===== src/rtl/scp_pkg.sv =====
package scp_pkg;

  typedef enum logic [1:0] {
    BRK_NONE  = 2'd0,
    BRK_PLUG  = 2'd1,
    BRK_MIXED = 2'd2,
    BRK_REGEN = 2'd3
  } brake_e;

  typedef struct packed {
    logic       dir_rev;
    logic       freq_only;
    logic       mask_long;
    logic [1:0] iref_sel;
    logic       osp_en;
    logic       ready_narrow;
    logic       duty_full;
    brake_e     brake;
    logic       motor_on;
  } mode_fields_t;

  typedef struct packed {
    logic [1:0] pwm_mult;
    logic [2:0] pre_step;
    logic [1:0] pll_sel;
    logic [1:0] osc_div;
    logic [1:0] mr_div;
  } data_fields_t;

endpackage


===== src/rtl/scp_sync.sv =====
module scp_sync #(
  parameter int W      = 3,
  parameter int STAGES = 2
) (
  input  logic         clk,
  input  logic         rst,
  input  logic [W-1:0] d_i,
  output logic [W-1:0] lvl_o,
  output logic [W-1:0] rise_o,
  output logic [W-1:0] fall_o
);
  localparam int DEPTH = STAGES + 1;

  logic [W-1:0] pipe [DEPTH];

  always_ff @(posedge clk) begin
    if (rst) pipe[0] <= '0;
    else     pipe[0] <= d_i;
  end

  for (genvar i = 1; i < DEPTH; i++) begin : g_stage
    always_ff @(posedge clk) begin
      if (rst) pipe[i] <= '0;
      else     pipe[i] <= pipe[i-1];
    end
  end

  assign lvl_o  = pipe[STAGES-1];
  assign rise_o = pipe[STAGES-1] & ~pipe[STAGES];
  assign fall_o = ~pipe[STAGES-1] & pipe[STAGES];

endmodule


===== src/rtl/scp_shifter.sv =====
module scp_shifter #(
  parameter int FRAME_W = 16
) (
  input  logic               clk,
  input  logic               rst,
  input  logic               en_lvl,
  input  logic               en_rise,
  input  logic               en_fall,
  input  logic               sck_rise,
  input  logic               din,
  output logic [FRAME_W-1:0] word_o,
  output logic               done_o,
  output logic               commit_o
);
  localparam int CNT_MAX = FRAME_W + 1;
  localparam int CW      = $clog2(CNT_MAX + 1);

  logic [CW-1:0]      cnt;
  logic [FRAME_W-1:0] sh;

  always_ff @(posedge clk) begin
    if (rst) begin
      cnt    <= '0;
      sh     <= '0;
      done_o <= 1'b0;
    end else if (en_rise) begin
      cnt    <= '0;
      done_o <= 1'b0;
    end else if (en_lvl && sck_rise) begin
      sh     <= {sh[FRAME_W-2:0], din};
      if (cnt != CW'(CNT_MAX)) cnt <= cnt + 1'b1;
      done_o <= (cnt == CW'(FRAME_W - 1));
    end
  end

  assign word_o   = sh;
  assign commit_o = en_fall && (cnt == CW'(FRAME_W));

  AST_CNT_BOUND: assert property (@(posedge clk) disable iff (rst)
    cnt <= CW'(CNT_MAX));

  AST_START_CLEARS: assert property (@(posedge clk) disable iff (rst)
    en_rise |=> (cnt == '0) && !done_o);

endmodule


===== src/rtl/scp_bank.sv =====
module scp_bank #(
  parameter int W = 11
) (
  input  logic         clk,
  input  logic         rst,
  input  logic         wr_i,
  input  logic [W-1:0] d_i,
  output logic [W-1:0] q_o
);
  always_ff @(posedge clk) begin
    if (rst)       q_o <= '0;
    else if (wr_i) q_o <= d_i;
  end

  AST_HOLD_NO_WRITE: assert property (@(posedge clk) disable iff (rst)
    !wr_i |=> $stable(q_o));

endmodule


===== src/rtl/ser_cfg_port.sv =====
module ser_cfg_port #(
  parameter int FRAME_W     = 16,
  parameter int PAY_W       = 11,
  parameter int SYNC_STAGES = 2
) (
  input  logic             clk,
  input  logic             rst,
  input  logic             ser_clk_i,
  input  logic             ser_en_i,
  input  logic             ser_dat_i,
  output logic             done_o,
  output logic             standby_o,
  output logic [PAY_W-1:0] mode_word_o,
  output logic [PAY_W-1:0] data_word_o,
  output logic             motor_on_o,
  output logic [1:0]       brake_sel_o,
  output logic             duty_full_o,
  output logic             ready_narrow_o,
  output logic             osp_en_o,
  output logic [1:0]       iref_sel_o,
  output logic             mask_long_o,
  output logic             freq_only_o,
  output logic             dir_rev_o,
  output logic [1:0]       mr_div_o,
  output logic [1:0]       osc_div_o,
  output logic [1:0]       pll_sel_o,
  output logic [2:0]       pre_step_o,
  output logic [1:0]       pwm_mult_o
);
  import scp_pkg::*;

  localparam int ADDR_BIT = PAY_W;
  localparam int PIN_N    = 3;
  localparam int P_CLK    = 0;
  localparam int P_EN     = 1;
  localparam int P_DAT    = 2;

  logic [PIN_N-1:0]   pin_lvl, pin_rise, pin_fall;
  logic [FRAME_W-1:0] word;
  logic               commit, wr_mode, wr_data;
  logic [PAY_W-1:0]   mode_q, data_q;
  mode_fields_t       mf;
  data_fields_t       df;

  scp_sync #(.W(PIN_N), .STAGES(SYNC_STAGES)) u_sync (
    .clk    (clk),
    .rst    (rst),
    .d_i    ({ser_dat_i, ser_en_i, ser_clk_i}),
    .lvl_o  (pin_lvl),
    .rise_o (pin_rise),
    .fall_o (pin_fall)
  );

  scp_shifter #(.FRAME_W(FRAME_W)) u_shift (
    .clk      (clk),
    .rst      (rst),
    .en_lvl   (pin_lvl[P_EN]),
    .en_rise  (pin_rise[P_EN]),
    .en_fall  (pin_fall[P_EN]),
    .sck_rise (pin_rise[P_CLK]),
    .din      (pin_lvl[P_DAT]),
    .word_o   (word),
    .done_o   (done_o),
    .commit_o (commit)
  );

  assign wr_mode = commit &&  word[ADDR_BIT];
  assign wr_data = commit && !word[ADDR_BIT];

  scp_bank #(.W(PAY_W)) u_mode (
    .clk  (clk),
    .rst  (rst),
    .wr_i (wr_mode),
    .d_i  (word[PAY_W-1:0]),
    .q_o  (mode_q)
  );

  scp_bank #(.W(PAY_W)) u_data (
    .clk  (clk),
    .rst  (rst),
    .wr_i (wr_data),
    .d_i  (word[PAY_W-1:0]),
    .q_o  (data_q)
  );

  assign mf = mode_fields_t'(mode_q);
  assign df = data_fields_t'(data_q);

  assign mode_word_o    = mode_q;
  assign data_word_o    = data_q;
  assign motor_on_o     = mf.motor_on;
  assign brake_sel_o    = mf.brake;
  assign duty_full_o    = mf.duty_full;
  assign ready_narrow_o = mf.ready_narrow;
  assign osp_en_o       = mf.osp_en;
  assign iref_sel_o     = mf.iref_sel;
  assign mask_long_o    = mf.mask_long;
  assign freq_only_o    = mf.freq_only;
  assign dir_rev_o      = mf.dir_rev;
  assign mr_div_o       = df.mr_div;
  assign osc_div_o      = df.osc_div;
  assign pll_sel_o      = df.pll_sel;
  assign pre_step_o     = df.pre_step;
  assign pwm_mult_o     = df.pwm_mult;
  assign standby_o      = !mf.motor_on && (mf.brake == BRK_NONE);

  AST_WR_NEEDS_DONE: assert property (@(posedge clk) disable iff (rst)
    (wr_mode || wr_data) |-> done_o);

  AST_STBY_AFTER_RST: assert property (@(posedge clk) disable iff (rst)
    $past(rst) |-> standby_o && !done_o);

endmodule


===== config.mk =====
export PLATFORM = sky130hd
export DESIGN_NAME = ser_cfg_port
export DESIGN_NICKNAME = d
export VERILOG_FILES = /design/src/rtl/scp_pkg.sv /design/src/rtl/scp_sync.sv /design/src/rtl/scp_shifter.sv /design/src/rtl/scp_bank.sv /design/src/rtl/ser_cfg_port.sv
export SDC_FILE = /design/constraint.sdc
export NUM_CORES = 1
export LEC_CHECK = 0
export BUFFER_PORTS_ARGS = -buffer_cell sky130_fd_sc_hd__buf_2
export CAP_MARGIN = 20
export CELL_PAD_IN_SITES_DETAIL_PLACEMENT = 0
export CELL_PAD_IN_SITES_GLOBAL_PLACEMENT = 1
export CORE_AREA = 3 3 66 84
export CTS_BUF_LIST = sky130_fd_sc_hd__clkbuf_8
export DETAILED_ROUTE_END_ITERATION = 10
export DIE_AREA = 0 0 69 87
export PLACE_DENSITY_LB_ADDON = 0.1
export SETUP_SLACK_MARGIN = 0.5
export SLEW_MARGIN = 40
export SYNTH_ARGS = -nofsm -noshare
export SYNTH_HDL_FRONTEND = slang
export SYNTH_SLANG_ARGS = --single-unit

===== constraint.sdc =====
create_clock -name clk -period 1.92 [get_ports clk]
set_clock_uncertainty 0.2 [all_clocks]
set_input_delay 0.288 -clock clk [delete_from_list [all_inputs] [get_ports clk]]
set_output_delay 0.288 -clock clk [all_outputs]
set_load 0.05 [all_outputs]

==> out/results.ini, run 1 <==
[timing]
relSlewSlack_pct = 82.4
rsz0062_at_grt = yes
period_needed_ps = 1590
finalHoldViolCount = 0
tns_ps = 0
slew_violations = 0
setup-violations-final = 0
worstMarginPinSlew_ps = 262
post-route-period-util_pct = 82.7
fmax_mhz = 629

[drt]
firstDrtPassIters = 2
ant_nets = 0
avgRoutedWirePerCell_um = 12.9
first_iter_violations = 43
num_vias = 1418
drcViolationCount = 0
vias_per_cell = 4.77
totalWireLength_mm = 3.82

[setup_path]
critPathSlowestCell = or4_4
crit_fanout = 4
crit_arrival_ps = 1620
cp_num_buf_inv = 1
crit_path_end_kind = flop
critPathTopFamily = simple AND/OR/NAND/NOR gates
required_ps = 1950
crit_path_start_kind = flop
path_class = reg -> reg
path_cells = inv_4 > ha_4 > and4bb_2 > or4_4 > a21oi_2
reg2reg_depth = 5
cp.depth = 5
cp_slowest_stage_delay_ps = 420

[pwr]
p_switching_w = 0.000346
p_per_area_nw_per_um2 = 635
p_clk_share_pct = 36.7
p_seq_share_pct = 60.7
ir_drop_uv = 305
p_leak_nw = 1.15
swShare_pct = 21.0
power_frac_comb_pct = 2.6
internal_power_w = 0.00130

[synth]
yosys.area.top_type = dfxtp_1
synth.area.top_cells = dfxtp_1, mux2i_1, buf_4
ys_warn_count = 0
synth_top_area_share_pct = 49.0
ys_seq_area_share_pct = 49.0
synth_seq_cells = 48
syn-cell-area_um2 = 1960
syn_nets = 204
ys_types = 27
avgSynthCellArea_um2 = 10.1
syn_inst = 195

[grt]
grt_max_degree = 34
grt_antenna_before_repair = 0
grt_pass1_vias = 1303
track_usage_pct = 12.8
grt_pass1_wl_mm = 6.20
grt_overflow_total = 0

[placed_design]
dpl.hpwl_mm = 2.49
numPortBuffers = 50
gp_congestion = 0.697

[die]
initial_core_util_pct = 41.2
core_area_um2 = 4760
dieArea_um2 = 6000
num_rows = 28
die_h_um = 87
die_x_um = 69
num_io_pins = 51

[worst_hold_path]
min_path_cells = 2
min_path_type = in -> reg

[cts]
cts_tree = yes
cts_sinks = 48
root_buffer = clkbuf_8
clkLatencyLatePin_ps = 290
cts.path.max_buffers = 2
cts_buffers = 5
path_clk_slew_ps = 80
h-tree-depth = 2

[cells_and_area]
drive_gt1_share_pct = 39.2
final_nets = 245
final_core_util_pct = 54.5
area_delta_synth_final_pct = 32.3
diodes = 0
final_cell_mix = nand2_1, dfxtp_1, mux2i_1

[flow_run]
drv_cap = 0

[status]
status = finished, final reports clean

## repair_timing
| action | CTS | global route |
|---|---|---|
| buffers inserted | 2 | 4 |
| hold endpoints to repair | 3 | 0 |
| hold buffers | 3 | 0 |
| setup endpoints to repair | 47 | 71 |
| pin swaps | 3 | 3 |
| gates resized for setup | 36 | 66 |
| cloned | 1 | 0 |
## registers in the layout (all words and copies together), names as in the netlist
register        flops
u_shift.word_o     12
u_data.q_o         11
u_mode.q_o         11
u_sync.pipe         8
u_shift.cnt         5
u_shift.done_o      1
## stage by stage
step | hold WS [ps] | cells | power, W | area [um^2] | worst slack [ps]
floorplan | 214 | 195 | 0.00105 | 1980 | 419
global placement | 220 | 279 | 0.00106 | 2150 | 379
detailed placement | 229 | 279 | 0.00107 | 2150 | 324
CTS | 90.9 | 293 | 0.00168 | 2400 | 333
global route | 104 | 297 | 0.00173 | 2600 | 289
finish | 109 | 297 | 0.00165 | 2600 | 331
## cells in the mapped netlist
| cell type | count |
|---|---|
| nand2_1 | 38 |
| or2b_1 | 1 |
| mux2i_1 | 34 |
| a21oi_1 | 5 |
| nor3_1 | 1 |
| inv_1 | 4 |
| nor2_1 | 2 |
| or3_1 | 2 |
| dfxtp_1 | 48 |
| and4_1 | 1 |
| nand4_1 | 1 |
| clkbuf_1 | 4 |
| buf_2 | 3 |
| a221oi_1 | 1 |
| and4bb_2 | 1 |
| nor3b_2 | 1 |
| o21ai_0 | 3 |
| clkinv_1 | 1 |
| nand3_1 | 3 |
| nor2b_1 | 9 |
| nand3b_4 | 1 |
| and3_1 | 1 |
| ha_1 | 4 |
| buf_4 | 22 |
| and4b_1 | 1 |
| or4_1 | 1 |
| nand4b_1 | 2 |
## power by group through the flow
stage	combinational (W)	sequential, W	clock, W
after floorplan	0.0000229	0.00103	0
after global placement	0.0000354	0.00103	0
final	0.0000426	0.00100	0.000605
after detailed placement	0.0000366	0.00103	0
after global routing	0.0000473	0.00100	0.000676
after CTS	0.0000419	0.00101	0.000629
## layer usage
metal,part of all wire [%],global-route usage (%)
met2,50,21.6
met3,5.1,3.35
met4,1.1,4.80
met5,0,0
met1,44,15.6
## logic make-up after synthesis
logic type               count (synthesis)  synth area share, %
AND/OR/NAND/NOR                         66                 17.7
adder cells (fa/ha/maj)                  4                 2.55
flip-flops                              48                 49.0
multiplexers                            34                 17.3
AO/OA/AOI/OAI                            9                 2.49
buffers and inverters                   34                 10.9
## area by class of cell
class                   instances  area (um^2)
fillers                       449         2170
flip-flops and latches         48          983
multi-input cells             113          886
repair buffers                 63          537
clock buffers                   6         82.6
well taps                      60         75.1
inverters                       5         21.3
clock inverters                 2         11.3
## final timing paths
kind | slack [ps] | to | startpoint
worst min register to register | 240 | u_sync.pipe[1][1] | u_sync.pipe[0][1]
worst max register to register | 330 | u_shift.cnt[2] | u_shift.cnt[1]
worst max-delay path | 330 | u_shift.cnt[2] | u_shift.cnt[1]
worst min-delay path | 110 | u_shift.word_o[0] | rst
Power figures use the tool's default switching activity.
==> inputs of run 2 (changes only) <==
--- a/config.mk
+++ b/config.mk
@@ -9,10 +9,10 @@
 export CAP_MARGIN = 20
 export CELL_PAD_IN_SITES_DETAIL_PLACEMENT = 0
 export CELL_PAD_IN_SITES_GLOBAL_PLACEMENT = 1
-export CORE_AREA = 3 3 66 84
+export CORE_AREA = 3 3 70 88
 export CTS_BUF_LIST = sky130_fd_sc_hd__clkbuf_8
 export DETAILED_ROUTE_END_ITERATION = 10
-export DIE_AREA = 0 0 69 87
+export DIE_AREA = 0 0 73 91
 export PLACE_DENSITY_LB_ADDON = 0.1
 export SETUP_SLACK_MARGIN = 0.5
 export SLEW_MARGIN = 40
==> constraint.sdc (replaced) <==
create_clock -name clk -period 1.4 [get_ports clk]
set_clock_uncertainty 0.2 [all_clocks]
set_input_delay 0.21 -clock clk [delete_from_list [all_inputs] [get_ports clk]]
set_output_delay 0.21 -clock clk [all_outputs]
set_load 0.05 [all_outputs]
==> run 2 against run 1 <==
Largest power group unchanged. Sequential share of layout area is 5.2 points lower. Clock-buffer cell count is 1 lower. Sequential power is 34% higher. Global-route usage is 1.9 points higher. Clock power is 34% higher. Core utilization is 4.9 points higher. Largest cell class is now buffers. Combinational power is 88% higher. Hold slack worse by 190 ps. Total power is 35% higher. The run now ends with hold timing, setup timing left. Critical path depth stayed put. Via count is 7.1% higher.
==> out/results.ini, run 2 (same netlist as run 1, synthesis figures left out) <==
[status]
status = complete, but fails checks  ; was finished, final reports clean
violations = hold timing, setup timing

[timing]
rsz0062_at_grt = yes  ; unchanged
hold_ws_ps = -84.8  ; was 109 ps
fmax_mhz = 627  ; was 629 MHz
relSlewSlack_pct = 84.8  ; was 82.4%
setup-violations-final = 39  ; was 0
slew_violations = 0  ; unchanged
worstMarginPinSlew_ps = 225  ; was 262 ps
post-route-period-util_pct = 114  ; was 82.7%
finalHoldViolCount = 3  ; was 0
period_needed_ps = 1590  ; about the same
layout_setup_ws_ps = -194  ; was 331 ps

[drt]
drcViolationCount = 0  ; unchanged
firstDrtPassIters = 6  ; was 2
avgRoutedWirePerCell_um = 14.0  ; was 12.9 um
first_iter_violations = 61  ; was 43
totalWireLength_mm = 4.55  ; was 3.82 mm
num_vias = 1519  ; was 1418
ant_nets = 0  ; unchanged
vias_per_cell = 4.69  ; was 4.77

[pwr]
p_leak_nw = 1.39  ; was 1.15 nW
p_seq_share_pct = 60.0  ; was 60.7%
ir_drop_uv = 441  ; was 305 uV
p_switching_w = 0.000509  ; was 0.000346 W
swShare_pct = 22.9  ; was 21.0%
power_frac_comb_pct = 3.6  ; was 2.6%
p_per_area_nw_per_um2 = 689  ; was 635 nW/um^2
p_clk_share_pct = 36.4  ; was 36.7%
internal_power_w = 0.00172  ; was 0.00130 W

[cells_and_area]
diodes = 0  ; unchanged
num-fill-cells = 438  ; was 449
multi_input_area_um2 = 902  ; was 886 um^2
layout.cells.non_filler = 324  ; was 297
drive_gt1_share_pct = 55.4  ; was 39.2%
final_common_cell = buf_8
final_nets = 268  ; was 245
final-seq-area_um2 = 1060  ; was 983 um^2
final_cell_mix = buf_8, nand2_1, mux2i_1  ; was nand2_1, dfxtp_1, mux2i_1
largest_register_ffs = 12  ; unchanged
area_delta_synth_final_pct = 64.7  ; was 32.3%

[flow_run]
drv_cap = 0  ; unchanged

[cts]
cts_tree = yes  ; unchanged
clkLatencyLatePin_ps = 300  ; was 290 ps
cts.path.max_buffers = 2  ; unchanged
cts_sinks = 48  ; unchanged
h-tree-depth = 2  ; unchanged
path_clk_slew_ps = 80  ; about the same
cts_buffers = 5  ; unchanged
root_buffer = clkbuf_8  ; unchanged

[die]
dieArea_um2 = 6640  ; was 6000 um^2
die_h_um = 91  ; was 87 um
initial_core_util_pct = 36.0  ; was 41.2%
num_rows = 30  ; was 28
die_x_um = 73  ; was 69 um
num_io_pins = 51  ; unchanged
core_area_um2 = 5440  ; was 4760 um^2

[placed_design]
gp_congestion = 0.832  ; was 0.697
dp_cells = 298  ; was 279
preCtsSetupSlack_ps = -196  ; was 324 ps
dpl.hpwl_mm = 2.99  ; was 2.49 mm
numPortBuffers = 50  ; unchanged

[worst_hold_path]
min_path_type = in -> reg  ; unchanged

[setup_path]
path_class = reg -> reg  ; unchanged
required_ps = 1440  ; was 1950 ps
crit_path_start_kind = flop  ; unchanged
crit_path_end_kind = flop  ; unchanged
crit_fanout = 3  ; was 4
crit_arrival_ps = 1630  ; was 1620 ps

[grt]
grt_pass1_vias = 1592  ; was 1303
grt_max_degree = 22  ; was 34
grt_overflow_total = 0  ; unchanged
grt_pass1_wl_mm = 7.67  ; was 6.20 mm
grt_antenna_before_repair = 0  ; unchanged
track_usage_pct = 14.7  ; was 12.8%

run 2: cell count changes in the layout (fill, tap and decap cells not counted), sizes merged:
cell and change:
buf +35, clkbuf -10, clkinv +3, clkinvlp -1, dlygate4sd3 -3, inv -1
run 2: area by class of cell:
| type | count | area share, % |
|---|---|---|
| Sequential cell | 48 | 32.7 |
| Inverter | 5 | 0.619 |
| Clock buffer | 5 | 2.13 |
| Tap cell | 64 | 2.48 |
| Multi-Input combinational cell | 113 | 27.9 |
| Timing Repair Buffer | 86 | 33.6 |
| Clock inverter | 3 | 0.581 |
run 2: metrics by stage:
step | setup TNS, ps | total power, W | cell area (um^2) | hold slack [ps] | util [%]
after floorplan | -181 | 0.00140 | 2260 | 138 | -
after global placement | -455 | 0.00143 | 2390 | 220 | 43.9
after detailed placement | -921 | 0.00143 | 2390 | 225 | 43.9
after CTS | -1930 | 0.00226 | 3140 | -97.0 | 57.7
after global routing | -4810 | 0.00234 | 3230 | -82.3 | 59.4
final | -2010 | 0.00223 | 3230 | -84.8 | 59.4
run 2: per-layer routing:
layer | vias up | global-route usage [%] | wire (um)
met3 | 9 | 3.43 | 147
met5 | - | 0 | 0
li1 | 760 | - | -
met4 | 0 | 4.62 | 87
met2 | 33 | 27.2 | 2570
met1 | 717 | 15.9 | 1740
run 2: power by group through the flow:
stage / sequential, W / combinational [W] / clock (W)
global route: 0.00134 / 0.0000878 / 0.000914
floorplan: 0.00137 / 0.0000345 / 0
finish: 0.00134 / 0.0000802 / 0.000811
global placement: 0.00137 / 0.0000624 / 0
CTS: 0.00133 / 0.0000751 / 0.000848
detailed placement: 0.00137 / 0.0000644 / 0
run 2: what timing repair did:
item / in CTS / in global routing
resized for setup: 159 / 14
buffers inserted: 12 / 5
cloned: 1 / 0
endpoints found under the setup margin: 87 / 87
hold endpoints to repair: 3 / 3
pin swaps: 7 / 3
run 2: worst paths after layout:
kind / from / cells past startpoint / to / slack (ps)
worst max-delay path: u_shift.cnt[1] / 5 / u_shift.cnt[2] / -190
worst min-delay path: ser_en_i / 2 / u_sync.pipe[0][1] / -80
worst max register to register: u_shift.cnt[1] / 5 / u_shift.cnt[2] / -190
worst min register to register: u_sync.pipe[0][2] / 1 / u_sync.pipe[1][2] / 240
run 2: worst max-delay path, stage by stage (launching register included):
cell and delay, ps:
dfxtp_4 360, inv_2 50, ha_4 140, and4bb_2 230, or4_1 420, a21oi_2 130
==> inputs of run 3 (changes only) <==
--- a/config.mk
+++ b/config.mk
@@ -9,13 +9,15 @@
 export CAP_MARGIN = 20
 export CELL_PAD_IN_SITES_DETAIL_PLACEMENT = 0
 export CELL_PAD_IN_SITES_GLOBAL_PLACEMENT = 1
-export CORE_AREA = 3 3 70 88
+export CORE_AREA = 3 3 72 91
 export CTS_BUF_LIST = sky130_fd_sc_hd__clkbuf_8
 export DETAILED_ROUTE_END_ITERATION = 10
-export DIE_AREA = 0 0 73 91
+export DIE_AREA = 0 0 75 94
+export GPL_TIMING_DRIVEN = 1
 export PLACE_DENSITY_LB_ADDON = 0.1
 export SETUP_SLACK_MARGIN = 0.5
 export SLEW_MARGIN = 40
 export SYNTH_ARGS = -nofsm -noshare
 export SYNTH_HDL_FRONTEND = slang
+export SYNTH_HIERARCHICAL = 1
 export SYNTH_SLANG_ARGS = --single-unit
==> run 3 against run 2 <==
The flow still finishes with violations (hold timing, setup timing). Clock power is 2% lower. Highest routed layer unchanged. Hold slack better by 4.1 ps. Sequential share of layout area is 0.82 points higher. Clock-buffer cell count is the same. Largest cell class is now registers. Core utilization down 5.1 points. Synthesized cell count grew 7.7%. Setup slack got worse by 75 ps. Register-to-register slack got worse by 70 ps.
==> out/results.ini, run 3 <==
[setup_path]
required_ps = 1390  ; was 1440 ps
reg2reg_to = u_mode/q_o[7]  ; was u_shift.cnt[2]
cp_slowest_stage_delay_ps = 330  ; was 420 ps
crit_arrival_ps = 1660  ; was 1630 ps
crit_path_end_kind = flop  ; unchanged
critPathSlowestCell = dfxtp_2  ; was or4_1
crit_path_start_kind = flop  ; unchanged
cp_num_buf_inv = 2  ; was 1
reg2reg_depth = 8  ; was 5
path_cells = inv_2 > ha_4 > nand2_4 > nor4_4 > buf_4 > and2_4 > mux2i_1 > nor2_1  ; was inv_2 > ha_4 > and4bb_2 > or4_1 > a21oi_2
path_class = reg -> reg  ; unchanged
r2r_start = u_shift/cnt[0]  ; was u_shift.cnt[1]
critPathTopFamily = simple AND/OR/NAND/NOR gates  ; unchanged
rrSetupSlack_ps = -270  ; was -190 ps
crit_fanout = 5  ; was 3

[timing]
relSlewSlack_pct = 78.1  ; was 84.8%
slew_violations = 0  ; unchanged
setup-violations-final = 38  ; was 39
finalHoldViolCount = 3  ; unchanged
post-route-period-util_pct = 119  ; was 114%
period_needed_ps = 1670  ; was 1590 ps
rsz0062_at_grt = yes  ; unchanged
layout_setup_ws_ps = -269  ; was -194 ps
hold_ws_ps = -80.7  ; was -84.8 ps
fmax_mhz = 599  ; was 627 MHz
worstMarginPinSlew_ps = 328  ; was 225 ps

[grt]
grt_overflow_total = 0  ; unchanged
grt_antenna_before_repair = 0  ; unchanged
top_usage_layer = met2  ; unchanged
grt_pass1_vias = 1497  ; was 1592
grt_pass1_wl_mm = 7.46  ; was 7.67 mm
met2_usage_pct = 23.4  ; was 27.2%
use_met3_pct = 2.36  ; was 3.43%
track_usage_pct = 13.8  ; was 14.7%
grt_util_met1_pct = 16.5  ; was 15.9%
grt_max_degree = 44  ; was 22

[status]
status = complete, but fails checks  ; unchanged
violations = hold timing, setup timing  ; unchanged

[placed_design]
numPortBuffers = 50  ; unchanged
gp_congestion = 0.785  ; was 0.832
place_area_um2 = 2390  ; about the same
dp_cells = 308  ; was 298
dpl.hpwl_mm = 2.74  ; was 2.99 mm

[flow_run]
drv_cap = 0  ; unchanged

[cells_and_area]
final_cell_mix = buf_8, nor2_1, dfxtp_4  ; was buf_8, nand2_1, mux2i_1
final_nets = 268  ; unchanged
layout.cells.non_filler = 326  ; was 324
final_common_cell = buf_8  ; unchanged
design_area_um2 = 3140  ; was 3230 um^2
diodes = 0  ; unchanged
drive_gt1_share_pct = 53.8  ; was 55.4%
num-fill-cells = 502  ; was 438
area_delta_synth_final_pct = 55.3  ; was 64.7%
largest_register_ffs = 12  ; unchanged

[drt]
avgRoutedWirePerCell_um = 13.8  ; was 14.0 um
num_vias = 1527  ; was 1519
firstDrtPassIters = 4  ; was 6
ant_nets = 0  ; unchanged
vias_per_cell = 4.68  ; was 4.69
drcViolationCount = 0  ; unchanged
first_iter_violations = 54  ; was 61
totalWireLength_mm = 4.51  ; was 4.55 mm

[worst_hold_path]
hold_start = ser_dat_i  ; was ser_en_i
min_path_cells = 2  ; unchanged
min_path_type = in -> reg  ; unchanged
hold_path_end = u_sync/pipe[0][2]  ; was u_sync.pipe[0][1]

[synth]
ys_warn_count = 6  ; was 0
syn-cell-area_um2 = 2020  ; was 1960 um^2
avgSynthCellArea_um2 = 9.62  ; was 10.1 um^2
syn_nets = 219  ; was 204
syn_inst = 210  ; was 195

[cts]
path_clk_slew_ps = 80  ; about the same
cts_tree = yes  ; unchanged
root_buffer = clkbuf_8  ; unchanged
cts_sinks = 48  ; unchanged
cts.path.max_buffers = 2  ; unchanged
cts_buffers = 5  ; unchanged
h-tree-depth = 2  ; unchanged
clkLatencyLatePin_ps = 300  ; about the same

[pwr]
p_leak_nw = 1.18  ; was 1.39 nW
power_w = 0.00221  ; was 0.00223 W
p_per_area_nw_per_um2 = 704  ; was 689 nW/um^2
ir_drop_uv = 376  ; was 441 uV

[die]
initial_core_util_pct = 35.0  ; was 36.0%
die_h_um = 94  ; was 91 um
num_io_pins = 51  ; unchanged
core_area_um2 = 5780  ; was 5440 um^2
num_rows = 31  ; was 30
die_x_um = 75  ; was 73 um
dieArea_um2 = 7050  ; was 6640 um^2

-- run 3: cell count changes in the layout (fill, tap and decap cells not counted), moves of 2 or more --
cell      previous run  this run
nand2_1             36        21
nand3_1              3         1
nand2_2              2         6
and2_4               0         3
a21oi_1              2        11
buf_4               20        14
o31ai_1              0         2
dfxtp_1             20        22
clkinv_2             3         0
buf_6               12         7
mux2i_1             34        22
nor2_1               1        23
-- run 3: worst max-delay path by stage --
stage / startpoint / endpoint / slack [ps] / depth (start not counted)
after global placement: u_shift/cnt[0] / u_shift/cnt[4] / -240 / 5
after global routing: u_shift/cnt[0] / u_mode/q_o[1] / -410 / 8
after CTS: u_shift/cnt[0] / u_data/q_o[8] / -280 / 8
after detailed placement: u_shift/cnt[1] / u_data/q_o[8] / -260 / 8
final: u_shift/cnt[0] / u_mode/q_o[7] / -270 / 8
after floorplan: u_shift/cnt[0] / u_data/q_o[0] / -190 / 8
-- run 3: timing repair --
item,CTS,global route
gates cloned,1,0
buffers inserted,5,4
endpoints found under the setup margin,87,87
resized for setup,158,8
endpoints found under the hold margin,3,3
pin swaps,5,11
-- run 3: routing by layer --
metal / vias to the layer above / share of wire (%)
met5: - / 0
met4: 0 / 1.3
met3: 6 / 3.5
met2: 37 / 53
met1: 711 / 42
li1: 773 / -
-- run 3: final cells by class --
class,instances,area (um^2),area share (%)
Sequential cell,48,1050,33.5
Multi-Input combinational cell,127,966,30.8
Timing Repair Buffer,73,940,29.9
Tap cell,66,82.6,2.63
Clock buffer,5,68.8,2.19
Clock inverter,3,15.0,0.478
Inverter,4,15.0,0.478
-- run 3: report_power, final --
part           internal, W  switching [W]  leakage [nW]
Sequential         0.00133     0.00000407         0.408
Combinational    0.0000346      0.0000454         0.727
Clock             0.000340       0.000456        0.0430
-- run 3: metrics by stage --
step	setup slack (ps)	setup TNS (ps)	util, %
after detailed placement	-260	-7940	41.4
after floorplan	-193	-3760	-
final	-269	-6100	54.3
after CTS	-275	-6340	53.3
after global placement	-241	-7260	41.4
after global routing	-408	-10180	54.3
